--- config.mk ---
export PLATFORM = sky130hd
export DESIGN_NAME = frame_tx
export DESIGN_NICKNAME = d
export VERILOG_FILES = /design/src/rtl/frame_tx_pkg.sv /design/src/rtl/frame_tx_prescaler.sv /design/src/rtl/frame_tx_holding.sv /design/src/rtl/frame_tx_shifter.sv /design/src/rtl/frame_tx_flags.sv /design/src/rtl/frame_tx.sv
export SDC_FILE = /design/constraint.sdc
export NUM_CORES = 1
export LEC_CHECK = 0
export BUFFER_PORTS_ARGS = -buffer_cell sky130_fd_sc_hd__buf_2
export CORE_UTILIZATION = 42
export DETAILED_ROUTE_END_ITERATION = 12
export PLACE_DENSITY = 0.67
export SYNTH_ARGS = -nofsm -noshare
export SYNTH_HDL_FRONTEND = slang
export SYNTH_HIERARCHICAL = 1
export SYNTH_SLANG_ARGS = --single-unit
--- constraint.sdc ---
create_clock -name clk -period 4.2 [get_ports clk]
set_clock_uncertainty 0.1 [all_clocks]
set_input_delay 0.21 -clock clk [delete_from_list [all_inputs] [get_ports clk]]
set_output_delay 0.21 -clock clk [all_outputs]
set_load 0.03 [all_outputs]
--- src/rtl/frame_tx_pkg.sv ---
package frame_tx_pkg;

    localparam int MAX_DATA = 9;
    localparam int MIN_DATA = 5;
    localparam int BITS_W   = $clog2(MAX_DATA + 1);

    typedef enum logic [2:0] {
        TX_IDLE   = 3'd0,
        TX_START  = 3'd1,
        TX_DATA   = 3'd2,
        TX_PARITY = 3'd3,
        TX_STOP1  = 3'd4,
        TX_STOP2  = 3'd5
    } tx_state_e;

    function automatic logic [BITS_W-1:0] clamp_bits(input logic [BITS_W-1:0] b);
        if (b < BITS_W'(MIN_DATA))      return BITS_W'(MIN_DATA);
        else if (b > BITS_W'(MAX_DATA)) return BITS_W'(MAX_DATA);
        else                            return b;
    endfunction

    function automatic logic frame_parity(input logic [MAX_DATA-1:0] d,
                                          input logic [BITS_W-1:0]   nb,
                                          input logic                odd);
        logic p;
        p = odd;
        for (int i = 0; i < MAX_DATA; i++) begin
            if (BITS_W'(i) < nb) p = p ^ d[i];
        end
        return p;
    endfunction

endpackage

--- src/rtl/frame_tx_prescaler.sv ---
module frame_tx_prescaler #(
    parameter int DIV_W = 12
) (
    input  logic             clk,
    input  logic             rst_n,
    input  logic             div_wr,
    input  logic [DIV_W-1:0] div_val,
    output logic             tick
);
    logic [DIV_W-1:0] div_q;
    logic [DIV_W-1:0] cnt_q;

    always_ff @(posedge clk or negedge rst_n) begin
        if (!rst_n) begin
            div_q <= '0;
            cnt_q <= '0;
        end else if (div_wr) begin
            div_q <= div_val;
            cnt_q <= div_val;
        end else if (cnt_q == '0) begin
            cnt_q <= div_q;
        end else begin
            cnt_q <= cnt_q - 1'b1;
        end
    end

    assign tick = (cnt_q == '0);
endmodule

--- src/rtl/frame_tx_holding.sv ---
module frame_tx_holding #(
    parameter int DW = 9
) (
    input  logic          clk,
    input  logic          rst_n,
    input  logic          tx_en,
    input  logic          wr_en,
    input  logic [DW-1:0] wr_data,
    input  logic          take,
    output logic          full,
    output logic [DW-1:0] data
);
    always_ff @(posedge clk or negedge rst_n) begin
        if (!rst_n) begin
            full <= 1'b0;
            data <= '0;
        end else if (!tx_en) begin
            full <= 1'b0;
        end else if (take) begin
            full <= 1'b0;
        end else if (wr_en && !full) begin
            full <= 1'b1;
            data <= wr_data;
        end
    end
endmodule

--- src/rtl/frame_tx_shifter.sv ---
module frame_tx_shifter
    import frame_tx_pkg::*;
#(
    parameter int DW    = MAX_DATA,
    parameter int OVS_N = 16,
    parameter int OVS_D = 8
) (
    input  logic              clk,
    input  logic              rst_n,
    input  logic              tx_en,
    input  logic              tick,
    input  logic              dbl_speed,
    input  logic [BITS_W-1:0] data_bits,
    input  logic [1:0]        par_mode,
    input  logic              two_stop,
    input  logic              buf_full,
    input  logic [DW-1:0]     buf_data,
    output logic              take,
    output logic              frame_done,
    output logic              txd
);
    localparam int OW = $clog2(OVS_N);
    localparam int IW = $clog2(DW);

    tx_state_e         state_q, state_d;
    logic [OW-1:0]     ovs_q;
    logic [IW-1:0]     bit_q;
    logic [DW-1:0]     shreg_q;
    logic              par_q;
    logic [BITS_W-1:0] nb_eff;
    logic [OW-1:0]     ovs_last;
    logic              bit_end;
    logic              last_data;
    logic              fin;

    assign nb_eff    = clamp_bits(data_bits);
    assign ovs_last  = dbl_speed ? OW'(OVS_D - 1) : OW'(OVS_N - 1);
    assign bit_end   = tick && (ovs_q == ovs_last);
    assign last_data = (BITS_W'(bit_q) == nb_eff - 1'b1);

    // next-state selection
    always_comb begin
        state_d = state_q;
        take    = 1'b0;
        fin     = 1'b0;
        if (!tx_en) begin
            state_d = TX_IDLE;
        end else begin
            unique case (state_q)
                TX_IDLE: begin
                    if (buf_full && tick) begin
                        state_d = TX_START;
                        take    = 1'b1;
                    end
                end
                TX_START: begin
                    if (bit_end) state_d = TX_DATA;
                end
                TX_DATA: begin
                    if (bit_end && last_data)
                        state_d = par_mode[1] ? TX_PARITY : TX_STOP1;
                end
                TX_PARITY: begin
                    if (bit_end) state_d = TX_STOP1;
                end
                TX_STOP1: begin
                    if (bit_end) begin
                        if (two_stop) state_d = TX_STOP2;
                        else          fin     = 1'b1;
                    end
                end
                TX_STOP2: begin
                    if (bit_end) fin = 1'b1;
                end
                default: state_d = TX_IDLE;
            endcase
            if (fin) begin
                if (buf_full) begin
                    state_d = TX_START;
                    take    = 1'b1;
                end else begin
                    state_d = TX_IDLE;
                end
            end
        end
    end

    assign frame_done = fin && !buf_full;

    // state register
    always_ff @(posedge clk or negedge rst_n) begin
        if (!rst_n) state_q <= TX_IDLE;
        else        state_q <= state_d;
    end

    // bit timing and shift datapath
    always_ff @(posedge clk or negedge rst_n) begin
        if (!rst_n) begin
            ovs_q   <= '0;
            bit_q   <= '0;
            shreg_q <= '0;
            par_q   <= 1'b0;
        end else if (take) begin
            ovs_q   <= '0;
            bit_q   <= '0;
            shreg_q <= buf_data;
            par_q   <= frame_parity(buf_data, nb_eff, par_mode[0]);
        end else if (state_q == TX_IDLE) begin
            ovs_q <= '0;
            bit_q <= '0;
        end else if (tick) begin
            ovs_q <= bit_end ? '0 : ovs_q + 1'b1;
            if (bit_end && state_q == TX_DATA) bit_q <= bit_q + 1'b1;
        end
    end

    // line output from the state
    always_comb begin
        unique case (state_q)
            TX_IDLE:   txd = 1'b1;
            TX_START:  txd = 1'b0;
            TX_DATA:   txd = shreg_q[bit_q];
            TX_PARITY: txd = par_q;
            TX_STOP1:  txd = 1'b1;
            TX_STOP2:  txd = 1'b1;
            default:   txd = 1'b1;
        endcase
    end
endmodule

--- src/rtl/frame_tx_flags.sv ---
module frame_tx_flags (
    input  logic clk,
    input  logic rst_n,
    input  logic buf_full,
    input  logic frame_done,
    input  logic done_clr,
    input  logic done_ack,
    input  logic irq_empty_en,
    input  logic irq_done_en,
    output logic buf_empty,
    output logic tx_done,
    output logic irq_empty,
    output logic irq_done
);
    always_ff @(posedge clk or negedge rst_n) begin
        if (!rst_n)                     tx_done <= 1'b0;
        else if (frame_done)            tx_done <= 1'b1;
        else if (done_clr || done_ack)  tx_done <= 1'b0;
    end

    assign buf_empty = !buf_full;
    assign irq_empty = buf_empty && irq_empty_en;
    assign irq_done  = tx_done && irq_done_en;
endmodule

--- src/rtl/frame_tx.sv ---
module frame_tx
    import frame_tx_pkg::*;
#(
    parameter int DIV_W = 12,
    parameter int OVS_N = 16,
    parameter int OVS_D = 8
) (
    input  logic              clk,
    input  logic              rst_n,
    input  logic              tx_en,
    input  logic              dbl_speed,
    input  logic [BITS_W-1:0] data_bits,
    input  logic [1:0]        par_mode,
    input  logic              two_stop,
    input  logic              div_wr,
    input  logic [DIV_W-1:0]  div_val,
    input  logic              wr_en,
    input  logic [MAX_DATA-1:0] wr_data,
    input  logic              done_clr,
    input  logic              done_ack,
    input  logic              irq_empty_en,
    input  logic              irq_done_en,
    output logic              txd,
    output logic              buf_empty,
    output logic              tx_done,
    output logic              irq_empty,
    output logic              irq_done
);
    logic                tick;
    logic                take;
    logic                frame_done;
    logic                buf_full;
    logic [MAX_DATA-1:0] buf_data;

    frame_tx_prescaler #(.DIV_W(DIV_W)) u_pre (
        .clk     (clk),
        .rst_n   (rst_n),
        .div_wr  (div_wr),
        .div_val (div_val),
        .tick    (tick)
    );

    frame_tx_holding #(.DW(MAX_DATA)) u_hold (
        .clk     (clk),
        .rst_n   (rst_n),
        .tx_en   (tx_en),
        .wr_en   (wr_en),
        .wr_data (wr_data),
        .take    (take),
        .full    (buf_full),
        .data    (buf_data)
    );

    frame_tx_shifter #(.DW(MAX_DATA), .OVS_N(OVS_N), .OVS_D(OVS_D)) u_shift (
        .clk        (clk),
        .rst_n      (rst_n),
        .tx_en      (tx_en),
        .tick       (tick),
        .dbl_speed  (dbl_speed),
        .data_bits  (data_bits),
        .par_mode   (par_mode),
        .two_stop   (two_stop),
        .buf_full   (buf_full),
        .buf_data   (buf_data),
        .take       (take),
        .frame_done (frame_done),
        .txd        (txd)
    );

    frame_tx_flags u_flags (
        .clk          (clk),
        .rst_n        (rst_n),
        .buf_full     (buf_full),
        .frame_done   (frame_done),
        .done_clr     (done_clr),
        .done_ack     (done_ack),
        .irq_empty_en (irq_empty_en),
        .irq_done_en  (irq_done_en),
        .buf_empty    (buf_empty),
        .tx_done      (tx_done),
        .irq_empty    (irq_empty),
        .irq_done     (irq_done)
    );
endmodule

# == Word level (Yosys, flattened, before mapping) ==
# Cells that the tools add are included.
# classes
add_sub_neg,4
magnitude_cmp,12
n_eq_ne,15
mux,60
n_bitwise,10
n_reduce_logical,18
# op_table
op,count
4-bit two-way mux,11
1-bit two-way mux,34
3-bit two-way mux,9
12-bit two-way mux,2
4-bit by 2-bit inequality test with 1-bit output (second input constant),5
3-bit case mux with 6 select lines,1
3-bit by 4-bit < comparator with 1-bit output (first input constant),4
12-bit zero test,1
12-bit by 1-bit subtractor with 12-bit output (second input constant),1
1-bit XOR,9
4-bit by 1-bit adder with 4-bit output (second input constant),2
4-bit equality test,2
1-bit logical AND,8
1-bit by 4-bit < comparator with 1-bit output (first input constant),2
2-bit by 4-bit < comparator with 1-bit output (first input constant),2
7-bit AND reduction,1
3-bit by 2-bit equality test with 1-bit output (second input constant),2
3-bit equality test (second input constant),2
3-bit nonzero test,2
4-bit by 5-bit < comparator with 1-bit output (second input constant),1
1-bit binary-select mux with 4-bit select,1
4-bit greater-than comparator (second input constant),1
4-bit by 3-bit < comparator with 1-bit output (second input constant),1
4-bit < comparator (first input constant),1
14 further kinds,14
# word_totals
regBits,56
output_inout_bits,5
word_cells,129

# == Depth between registers and ports, before layout ==
# Gate-level depths: netlist of the first run.
# depth
depth_word,32
mapped_depth,15
mapped_depth_nobuf,12

# == Hierarchy ==
# Netlist of the first run, hierarchy kept.
# modules_own_cells
mod,n_inst,cells_per_inst,area_per_inst_um2,seq_area_each_um2
frame_tx_shifter,1,150,1488.9,525.5
frame_tx_prescaler,1,137,1261.2,600.6
frame_tx_holding,1,23,420.4,250.2
frame_tx_flags,1,6,52.6,25.0

# == Worst setup path before layout of the first run ==
# No wires, ideal clock.
# synth_path
path_kind,register to register
startpoint,register u_pre.cnt_q[0]
endpoint,register u_hold.data[0]
arrival_ps,2770
required_ps,3975
setup_slack_ps,1205
path_stages_with_launch,16
n_path_buf,3
period_less_slack_ps,2995
path_cell_list,dfrtp_1 > inv_1 > ha_1 > nor3b_1 > nand4_1 > clkinv_1 > buf_4 > and3_1 > and2_4 > nand3_2 > a21o_1 > buf_6 > inv_1 > and4bb_1 > buf_6 > mux2_4
# synth_between
elab_chain_cells,9
elab_cells_between_ends,14
cone_classes,mux: 9; bitwise: 1; reduce/logical: 4
# synth_lines
item,line_no,source
from (decl),frame_tx_prescaler.sv:11,logic [DIV_W-1:0] cnt_q;
from (signal assigned),frame_tx_prescaler.sv:19,cnt_q <= div_val;
from (signal assigned),frame_tx_prescaler.sv:21,cnt_q <= div_q;
from (signal assigned),frame_tx_prescaler.sv:23,cnt_q <= cnt_q - 1'b1;
12-bit zero test *,frame_tx_prescaler.sv:27,assign tick = (cnt_q == '0);
net tick,frame_tx.sv:29,logic tick;
"1-bit logical AND, on equally long branches","frame_tx_shifter.sv:38, frame_tx_shifter.sv:51",
"1-bit two-way mux, on equally long branches","frame_tx_shifter.sv:73, frame_tx_shifter.sv:51, frame_tx_shifter.sv:67",
1-bit case mux with 2 select lines / 1-bit two-way mux (equally long branches),frame_tx_shifter.sv:49,unique case (state_q)
"1-bit two-way mux, on equally long branches","frame_tx_shifter.sv:46, frame_tx_shifter.sv:78",
1-bit two-way mux *,frame_tx_shifter.sv:77,if (fin) begin
1-bit two-way mux *,frame_tx_shifter.sv:46,if (!tx_en) begin
net take,frame_tx.sv:30,logic take;
1-bit NOT (no line) *,n/a,
3-bit AND reduction (no line) *,n/a,
to (signal assigned),frame_tx_holding.sv:23,data <= wr_data;
to (decl),frame_tx_holding.sv:11,output logic [DW-1:0] data
# The timed path passes the listed nets; every way through them passes the cells marked *. The select of a mux whose other input is x is not followed.
# A chain may end at the register's enable or synchronous reset.

# == Final worst setup path of the first run ==
# layout_path
startpoint,register u_pre.cnt_q[0]
endpoint,register u_hold.data[8]
# Same word-level chain as after synthesis.

==> results of run 1 <==
==> worst register-to-register path, cell delays in order (launching register included) <==
cell and delay [ns]:
dfrtp_1 0.40, inv_1 0.09, ha_1 0.20, nor3b_1 0.16, nand4_1 0.12, clkinv_1 0.08, and3_1 0.17, and2_4 0.18
nand3_2 0.11, a21o_1 0.41, inv_1 0.11, and4bb_1 0.68, mux2_4 0.36
==> worst paths after layout <==
check	from	to
setup / recovery	u_pre/cnt_q[0]	u_hold/data[8]
hold / removal	div_val[2]	u_pre/cnt_q[2]
setup reg to reg	u_pre/cnt_q[0]	u_hold/data[8]
hold reg to reg	u_flags/tx_done	u_flags/tx_done
max in group asynchronous	rst_n	u_hold/data[8]
min in group asynchronous	rst_n	u_pre/div_q[11]
==> cells in the mapped netlist (2+ instances only) <==
cell / number / area [um^2]
o31ai_1: 11 / 82.58
xor2_1: 9 / 78.83
dfrtp_1: 56 / 1401
clkbuf_1: 4 / 15.01
a31oi_1: 2 / 12.51
nor3_1: 9 / 45.04
buf_4: 4 / 30.03
mux4_2: 2 / 45.04
mux2_2: 12 / 135.1
mux2_4: 9 / 135.1
and3_1: 4 / 25.02
nor2_1: 24 / 90.09
nor3b_1: 4 / 30.03
nand3b_1: 2 / 15.01
buf_6: 4 / 45.04
o21a_1: 3 / 22.52
o21ai_0: 23 / 115.1
mux2i_1: 8 / 80.08
nand2_1: 26 / 97.59
nand3_1: 3 / 15.01
xnor2_1: 10 / 87.58
nand4_1: 4 / 25.02
or4_1: 4 / 30.03
a21o_1: 6 / 45.04
nand2b_1: 4 / 25.02
ha_1: 7 / 87.58
inv_1: 22 / 82.58
clkbuf_2: 2 / 10.01
buf_2: 3 / 15.01
nor2b_1: 3 / 18.77
a21oi_1: 4 / 20.02
==> stage by stage <==
step	setup slack (ns)	area, um^2	hold slack, ns
floorplan	1.205	3223	-0.1856
global placement	1.070	3465	0.2975
detailed placement	0.9337	3465	0.3020
CTS	0.9230	3571	0.001182
global route	0.7200	3571	0.0009097
finish	0.9251	3571	0.007934
==> flip-flops by register name (all words and copies together), names as in the netlist <==
name,flops
u_pre/cnt_q,12
u_shift/shreg_q,9
u_hold/data,9
u_shift/bit_q,4
u_hold/full,1
u_shift/ovs_q,4
u_flags/tx_done,1
u_shift/state_q,3
u_shift/par_q,1
u_pre/div_q,12
==> per-layer routing <==
layer,global-route usage,part of all wire
met1,0.2388,0.52
met2,0.2417,0.42
met3,0.02834,0.049
met4,0.06205,0.014
met5,0,0
==> layout make-up <==
| class | instances | area, um^2 | area share |
|---|---|---|---|
| multi-input combinational | 220 | 1620 | 0.4537 |
| sequential | 56 | 1401 | 0.3924 |
| timing repair buffer | 46 | 242.7 | 0.06797 |
| tap | 99 | 123.9 | 0.03469 |
| inverter | 23 | 86.33 | 0.02418 |
| clock buffer | 5 | 68.82 | 0.01927 |
| clock inverter | 3 | 27.53 | 0.007708 |
==> report_power, final <==
group | total (mW) | internal, mW | switching, mW
clock network | 0.316 | 0.123 | 0.193
registers | 0.629 | 0.583 | 0.0465
logic | 0.243 | 0.131 | 0.112
==> cells by family after synthesis <==
logic type | count (synthesis) | share of synthesized area
multiplexers | 31 | 0.1227
AND/OR/NAND/NOR | 98 | 0.1572
buffers and inverters | 40 | 0.06250
adder cells (fa/ha/maj) | 7 | 0.02717
flip-flops | 56 | 0.4348
AO/OA/AOI/OAI | 64 | 0.1370
XOR/XNOR | 20 | 0.05862
==> impl_metrics.tcl, run 1 <==
set metrics [dict create \
    status "finished clean" \
    worst_path_max_delay_cell "and4bb_1" \
    finalNonFillerCells 452 \
    wl_per_cell_um 13.41 \
    drc 0 \
    crit_arrival_ns 3.38 \
    setup_viol 0 \
    layout_commonest_cell "dfrtp_1" \
    crit_top_cell "inv_1" \
    vdd_drop_max_v 0.0001533 \
    num-nets-final 397 \
    cts-hold-fix-buffers 1 \
    max_stage_delay_ns 0.68 \
    syn_inst 316 \
    grt_start_max_net_pins 57 \
    post_cts_buffers 0 \
    min_period_ns 3.275 \
    synth-edff-count 0 \
    hold_class "in -> reg" \
    syn_to_final_growth_pct 10.79 \
    htreeDepth 2 \
    crit_family "simple AND/OR/NAND/NOR gates" \
    route.vias.total 2320 \
    async_flop_share 1.000 \
    fillers 698 \
    grt_remaining_overflow 0 \
    cp-end-kind "flip-flop" \
    rows 31 \
    clk_pin_slew_ns 0.11 \
    clk_path_buf_depth 2 \
    post_cts_resized 0 \
    initial_core_util 0.4397 \
    clock_latency_ns 0.32 \
    min_path_cells 3 \
    r2r.worst_path.cells 12 \
    seq_area_frac_synth 0.4348 \
    drive_above_1_share 0.2408 \
    hpwl_mm 4.373 \
    hold_viol 0 \
    final.setup.tns_ns 0 \
    antenna_found_initial 0 \
    required_ns 4.31 \
    synth_ff_type "dfrtp_1" \
    dr.pass1.iters 4 \
    grt_pass1_wl_mm 9.963 \
    timing.fmax_mhz 305.3 \
    clockRootBuffer "clkbuf_8" \
    core-area_mm2 0.007331 \
    die-area_mm2 0.008028 \
    critPathLaunchType "flip-flop" \
    final_cell_mix "dfrtp_1, buf_2, nand2_1, nor2_1, o21ai_0" \
    grt_pass1_vias 2122 \
    gp_congestion 0.8796 \
    critPathBufInv 3 \
    synth-seq-cells 56 \
    yosys_warnings 6 \
    yosysUniqueCellTypes 59 \
    final_util 0.4871 \
    finalMaxSlewViolations 0 \
    syn_avg_cell_area_um2 10.20 \
    wirelength_mm 6.061 \
    port_buffers 42 \
    numPlacedInstances 443 \
    dieWidth_um 89.60 \
    die_h_um 89.60 \
    total_leakage_power_nw 1.670 \
    period_share 0.7797 \
    pwr_density_cell_mw_per_mm2 332.6 \
    ff2ff_setup_slack_ns 0.93 \
    cp.depth 12 \
    rsz0062_at_grt "no" \
    antennaDiodeCount 0 \
    ant_nets 0 \
    clock-sinks 56 \
    synth_fp_nets 361 \
    maxCapViolations 0 \
    viasPerCell 5.133 \
    path_cells "inv_1, ha_1, nor3b_1, nand4_1, clkinv_1, and3_1, and2_4, nand3_2, a21o_1, inv_1, and4bb_1, mux2_4" \
    io_pins 43 \
    cts_tree "done" \
    relSlewSlack 0.5322 \
    syn_area_mm2 0.003223 \
    power_mw 1.188 \
    crit_fanout 12 \
    cts_buffers 5 \
    drt_iter0_drc 110 \
    tightestPinTransition_ns 0.7017 \
    critPathKind "reg -> reg" \
    globalRouteTotalUtil 0.1632 \
]
(Power assumes the default switching activity.)
==> inputs of run 2 (changes only) <==
- PLACE_DENSITY: 0.67 -> 0.7
- clock period: 4.2 -> 2.9 ns (I/O delays scaled with it)
==> impl_metrics.tcl, run 2 (synthesis results as in run 1) <==
set metrics [dict create \
    finalMaxSlewViolations 0 \
    r2r.worst_path.cells 12 \
    pwr_density_cell_mw_per_mm2 466.2 \
    power_mw 1.783 \
    grt_pass1_wl_mm 10.23 \
    wl_met2_mm 2.792 \
    num-nets-final 421 \
    clk_path_buf_depth 2 \
    gp_congestion 0.8171 \
    crit_arrival_ns 2.79 \
    port_buffers 42 \
    wl_per_cell_um 12.63 \
    placed_area_mm2 0.003493 \
    cts_buffers 5 \
    fillers 663 \
    vdd_drop_max_v 0.0002344 \
    met3_wirelength_um 175 \
    reg2reg_to "u_hold/data[3]" \
    hold_class "in -> reg" \
    finalNonFillerCells 476 \
    numPlacedInstances 446 \
    final_util 0.5218 \
    cp-endpoint "u_hold/data[3]" \
    hold_viol 0 \
    ant_nets 0 \
    rsz0062_at_grt "no" \
    initial_core_util 0.4397 \
    reg2reg_from "u_pre/cnt_q[0]" \
    wl_met1_mm 2.989 \
    drive_above_1_share 0.2414 \
    cp-end-kind "flip-flop" \
    required_ns 2.98 \
    crit_fanout 9 \
    viasPerCell 5.116 \
    dr.pass1.iters 4 \
    rows 31 \
    reg_top3 "u_pre/cnt_q x12, u_pre/div_q x12" \
    layout_commonest_cell "dfrtp_1" \
    top_layer "met4" \
    drc 0 \
    dieWidth_um 89.60 \
    cts_tree "done" \
    clockRootBuffer "clkbuf_8" \
    critPathLaunchType "flip-flop" \
    grt_remaining_overflow 0 \
    htreeDepth 2 \
    die_h_um 89.60 \
    clk_pin_slew_ns 0.10 \
    setup_viol 0 \
    fin_area_mm2 0.003825 \
    relSlewSlack 0.5383 \
    total_leakage_power_nw 1.781 \
    core-area_mm2 0.007331 \
    final.setup.tns_ns 0 \
    io_pins 43 \
    die-area_mm2 0.008028 \
    tightestPinTransition_ns 0.6926 \
    min_period_ns 2.709 \
    hpwl_mm 4.304 \
    startpoint "u_pre/cnt_q[0]" \
    antenna_found_initial 0 \
    final_cell_mix "dfrtp_1, buf_2, nand2_1, nor2_1, o21ai_0" \
    wirelength_mm 6.010 \
    clock_latency_ns 0.30 \
    critPathKind "reg -> reg" \
    syn_to_final_growth_pct 18.67 \
    clock-sinks 56 \
    grt_start_max_net_pins 57 \
    route.vias.total 2435 \
    maxCapViolations 0 \
    grt_pass1_vias 2231 \
    status "finished clean" \
    period_share 0.9342 \
    drt_iter0_drc 130 \
    post_cts_buffers 0 \
    antennaDiodeCount 0 \
    globalRouteTotalUtil 0.1648 \
    ff2ff_setup_slack_ns 0.19 \
    timing.fmax_mhz 369.1 \
]
run 2: cell types whose count changed in the layout (fill, tap and decap cells not counted), sizes merged:
| cell | change |
|---|---|
| dlygate4sd3 | +21 |
| buf | +3 |
| bufinv | +1 |
| inv | -1 |
run 2: repair_timing:
item,in CTS,in global routing
endpoints found under the setup margin,0,9
endpoints found under the hold margin,87,0
hold buffers,22,0
resized for setup,0,1
run 2: power breakdown:
group          internal (mW)  switching [mW]  leakage [nW]  total [mW]
combinational          0.210           0.164          1.01       0.374
clock                  0.256           0.247        0.0541       0.503
sequential             0.844          0.0621         0.716       0.906
run 2: worst max-delay path: stages, from the launching register on:
cell      delay (ns)
dfrtp_1         0.41
inv_1           0.11
ha_1            0.16
nor3b_2         0.24
nand4_1         0.17
clkinv_2        0.08
and3_1          0.16
and2_4          0.17
nand3_2         0.07
a21o_1          0.18
inv_1           0.06
and4bb_2        0.34
mux2_4          0.33
run 2: layer usage:
| layer | up-vias | track usage |
|---|---|---|
| li1 | 1229 | - |
| met1 | 1163 | 0.2376 |
| met2 | 39 | 0.2645 |
| met3 | 4 | 0.02194 |
| met4 | 0 | 0.03896 |
| met5 | - | 0 |
run 2: per-stage QoR:
step / hold slack, ns / setup WS, ns
floorplan: -0.2506 / 0.02003
global placement: 0.2182 / 0.1357
detailed placement: 0.2226 / 0.07854
CTS: 0.01581 / 0.05050
global route: 0.04214 / 0.04254
finish: 0.02253 / 0.1907
run 2: final cells by class:
class | instances | area, um^2 | area share
multi-input combinational | 220 | 1625 | 0.4249
sequential | 56 | 1401 | 0.3664
timing repair buffer | 70 | 475.5 | 0.1243
tap | 99 | 123.9 | 0.03238
inverter | 23 | 87.58 | 0.02290
clock buffer | 5 | 68.82 | 0.01799
clock inverter | 3 | 42.54 | 0.01112
run 2: how the worst min path moves through the flow:
stage                     start  slack, ns  depth (start not counted)              end
after floorplan           rst_n      -0.25                          0  u_flags/tx_done
final                     wr_en       0.02                          3      u_hold/full
after CTS                 wr_en       0.02                          3      u_hold/full
after global routing      wr_en       0.04                          3      u_hold/full
after detailed placement  rst_n       0.22                          2   u_pre/div_q[2]
after global placement    rst_n       0.22                          2   u_pre/div_q[0]
==> inputs of run 3 (changes only) <==
- CORE_ASPECT_RATIO: unset -> 1.2
==> impl_metrics.tcl, run 3 (synthesis results as in run 1) <==
set metrics [dict create \
    status "finished clean" \
    grt_remaining_overflow 0 \
    drc 0 \
    layout_commonest_cell "dfrtp_1" \
    setup_viol 0 \
    port_buffers 42 \
    dieWidth_um 81.97 \
    ant_nets 0 \
    grt_pass1_wl_mm 11.41 \
    rsz0062_at_grt "no" \
    crit_arrival_ns 2.75 \
    seq_area_mm2 0.001401 \
    relSlewSlack 0.3315 \
    reg_top3 "u_pre/cnt_q x12, u_pre/div_q x12" \
    timing.fmax_mhz 377.6 \
    required_ns 3.00 \
    core-area_mm2 0.007360 \
    antenna_found_initial 0 \
    gp_congestion 0.8081 \
    crit_top_cell "inv_1" \
    rows 34 \
    grt_pass1_vias 2524 \
    vdd_drop_max_v 0.0003026 \
    finalMaxSlewViolations 0 \
    clk_path_buf_depth 2 \
    die-area_mm2 0.008030 \
    clock_latency_ns 0.31 \
    fillers 663 \
    multi_input_area_mm2 0.001629 \
    critPathBufInv 3 \
    period_share 0.9132 \
    use_met3 0.03178 \
    die_h_um 97.96 \
    crit_family "simple AND/OR/NAND/NOR gates" \
    htreeDepth 2 \
    grt_start_max_net_pins 47 \
    grtUsageMet2 0.3083 \
    syn_to_final_growth_pct 18.44 \
    cp-end-kind "flip-flop" \
    clockRootBuffer "clkbuf_8" \
    globalRouteTotalUtil 0.1824 \
    fin_area_mm2 0.003817 \
    initial_core_util 0.4379 \
    io_pins 43 \
    total_leakage_power_nw 1.784 \
    final.setup.tns_ns 0 \
    antennaDiodeCount 0 \
    hpwl_mm 4.620 \
    hold_viol 0 \
    final_cell_mix "dfrtp_1, buf_2, nand2_1, nor2_1, o21ai_0" \
    min_period_ns 2.648 \
    max_stage_delay_ns 0.45 \
    placed_area_mm2 0.003467 \
    ff2ff_setup_slack_ns 0.25 \
    hold_class "in -> reg" \
    clk_pin_slew_ns 0.10 \
    maxCapViolations 0 \
    grt.busiest_layer "met2" \
    cts_tree "done" \
    critPathKind "reg -> reg" \
    wl_per_cell_um 13.86 \
    clock-sinks 56 \
    drive_above_1_share 0.2373 \
    route.vias.total 2420 \
    grt_use_met1 0.2350 \
    num-nets-final 419 \
    path_cells "inv_1, ha_1, nor3b_2, nand4_1, clkinv_2, and3_1, and2_4, nand3_2, a21o_1, inv_1, and4bb_4, mux2_4" \
    viasPerCell 5.204 \
    dr.pass1.iters 4 \
    wirelength_mm 6.443 \
    pwr_density_cell_mw_per_mm2 481.9 \
    tightestPinTransition_ns 1.003 \
    worst_path_max_delay_cell "and4bb_4" \
    drt_iter0_drc 108 \
    critPathLaunchType "flip-flop" \
    crit_fanout 9 \
    cts_buffers 5 \
]
==> run 3: cell count changes in the layout (fill, tap and decap cells not counted), sizes merged <==
cell / change
buf: -2
clkbuf: +2
clkinv: -1
clkinvlp: -1
==> run 3: area by class of cell <==
type / count / area share
Tap cell: 90 / 0.02950
Sequential cell: 56 / 0.3671
Multi-Input combinational cell: 220 / 0.4267
Clock buffer: 7 / 0.02524
Clock inverter: 1 / 0.007866
Timing Repair Buffer: 68 / 0.1206
Inverter: 23 / 0.02294
==> run 3: timing repair <==
item / CTS / global route
setup buffers: 0 / 0
pin swaps: 0 / 0
hold buffers: 22 / 0
setup endpoints to repair: 9 / 9
gates resized for setup: 1 / 1
endpoints found under the hold margin: 78 / 0
==> run 3: power breakdown <==
part	total [mW]	switching, mW	internal [mW]
combinational	0.371	0.161	0.209
sequential	0.912	0.0682	0.844
clock	0.557	0.252	0.305
total	1.84	0.481	1.36
==> run 3: routing by layer <==
metal	wire (um)	share of wire
met1	2951	0.46
met2	3207	0.50
met3	193	0.030
met4	91	0.014
met5	0	0
==> run 3: worst reg2reg max path, stage by stage, from the launching register on <==
cell and delay [ns]:
dfrtp_1 0.39, inv_1 0.08, ha_1 0.20, nor3b_2 0.17, nand4_1 0.14, clkinv_2 0.07
and3_1 0.15, and2_4 0.17, nand3_2 0.11, a21o_1 0.15, inv_1 0.05, and4bb_4 0.45
mux2_4 0.33
==> run 3: metrics by stage <==
step | util | hold slack [ns] | cells | power, mW | setup slack [ns]
finish | 0.5187 | 0.03158 | 465 | 1.840 | 0.2518
global route | 0.5187 | 0.03641 | 465 | 1.931 | 0.009988
CTS | 0.5182 | 0.02331 | 465 | 1.856 | 0.1236
detailed placement | 0.4711 | 0.2756 | 435 | 1.275 | 0.003471
global placement | 0.4711 | 0.2675 | 435 | 1.265 | 0.1150
floorplan | - | -0.2506 | 316 | 1.177 | 0.02003
==> run 3: worst paths after layout <==
| path | start | endpoint | cells after the start |
|---|---|---|---|
| setup / recovery | u_pre/cnt_q[0] | u_hold/data[7] | 12 |
| hold reg to reg | u_flags/tx_done | u_flags/tx_done | 1 |
| max in group asynchronous | rst_n | u_flags/tx_done | 3 |
| setup reg to reg | u_pre/cnt_q[0] | u_hold/data[7] | 12 |
| min in group asynchronous | rst_n | u_pre/div_q[6] | 2 |
| hold / removal | done_clr | u_flags/tx_done | 3 |
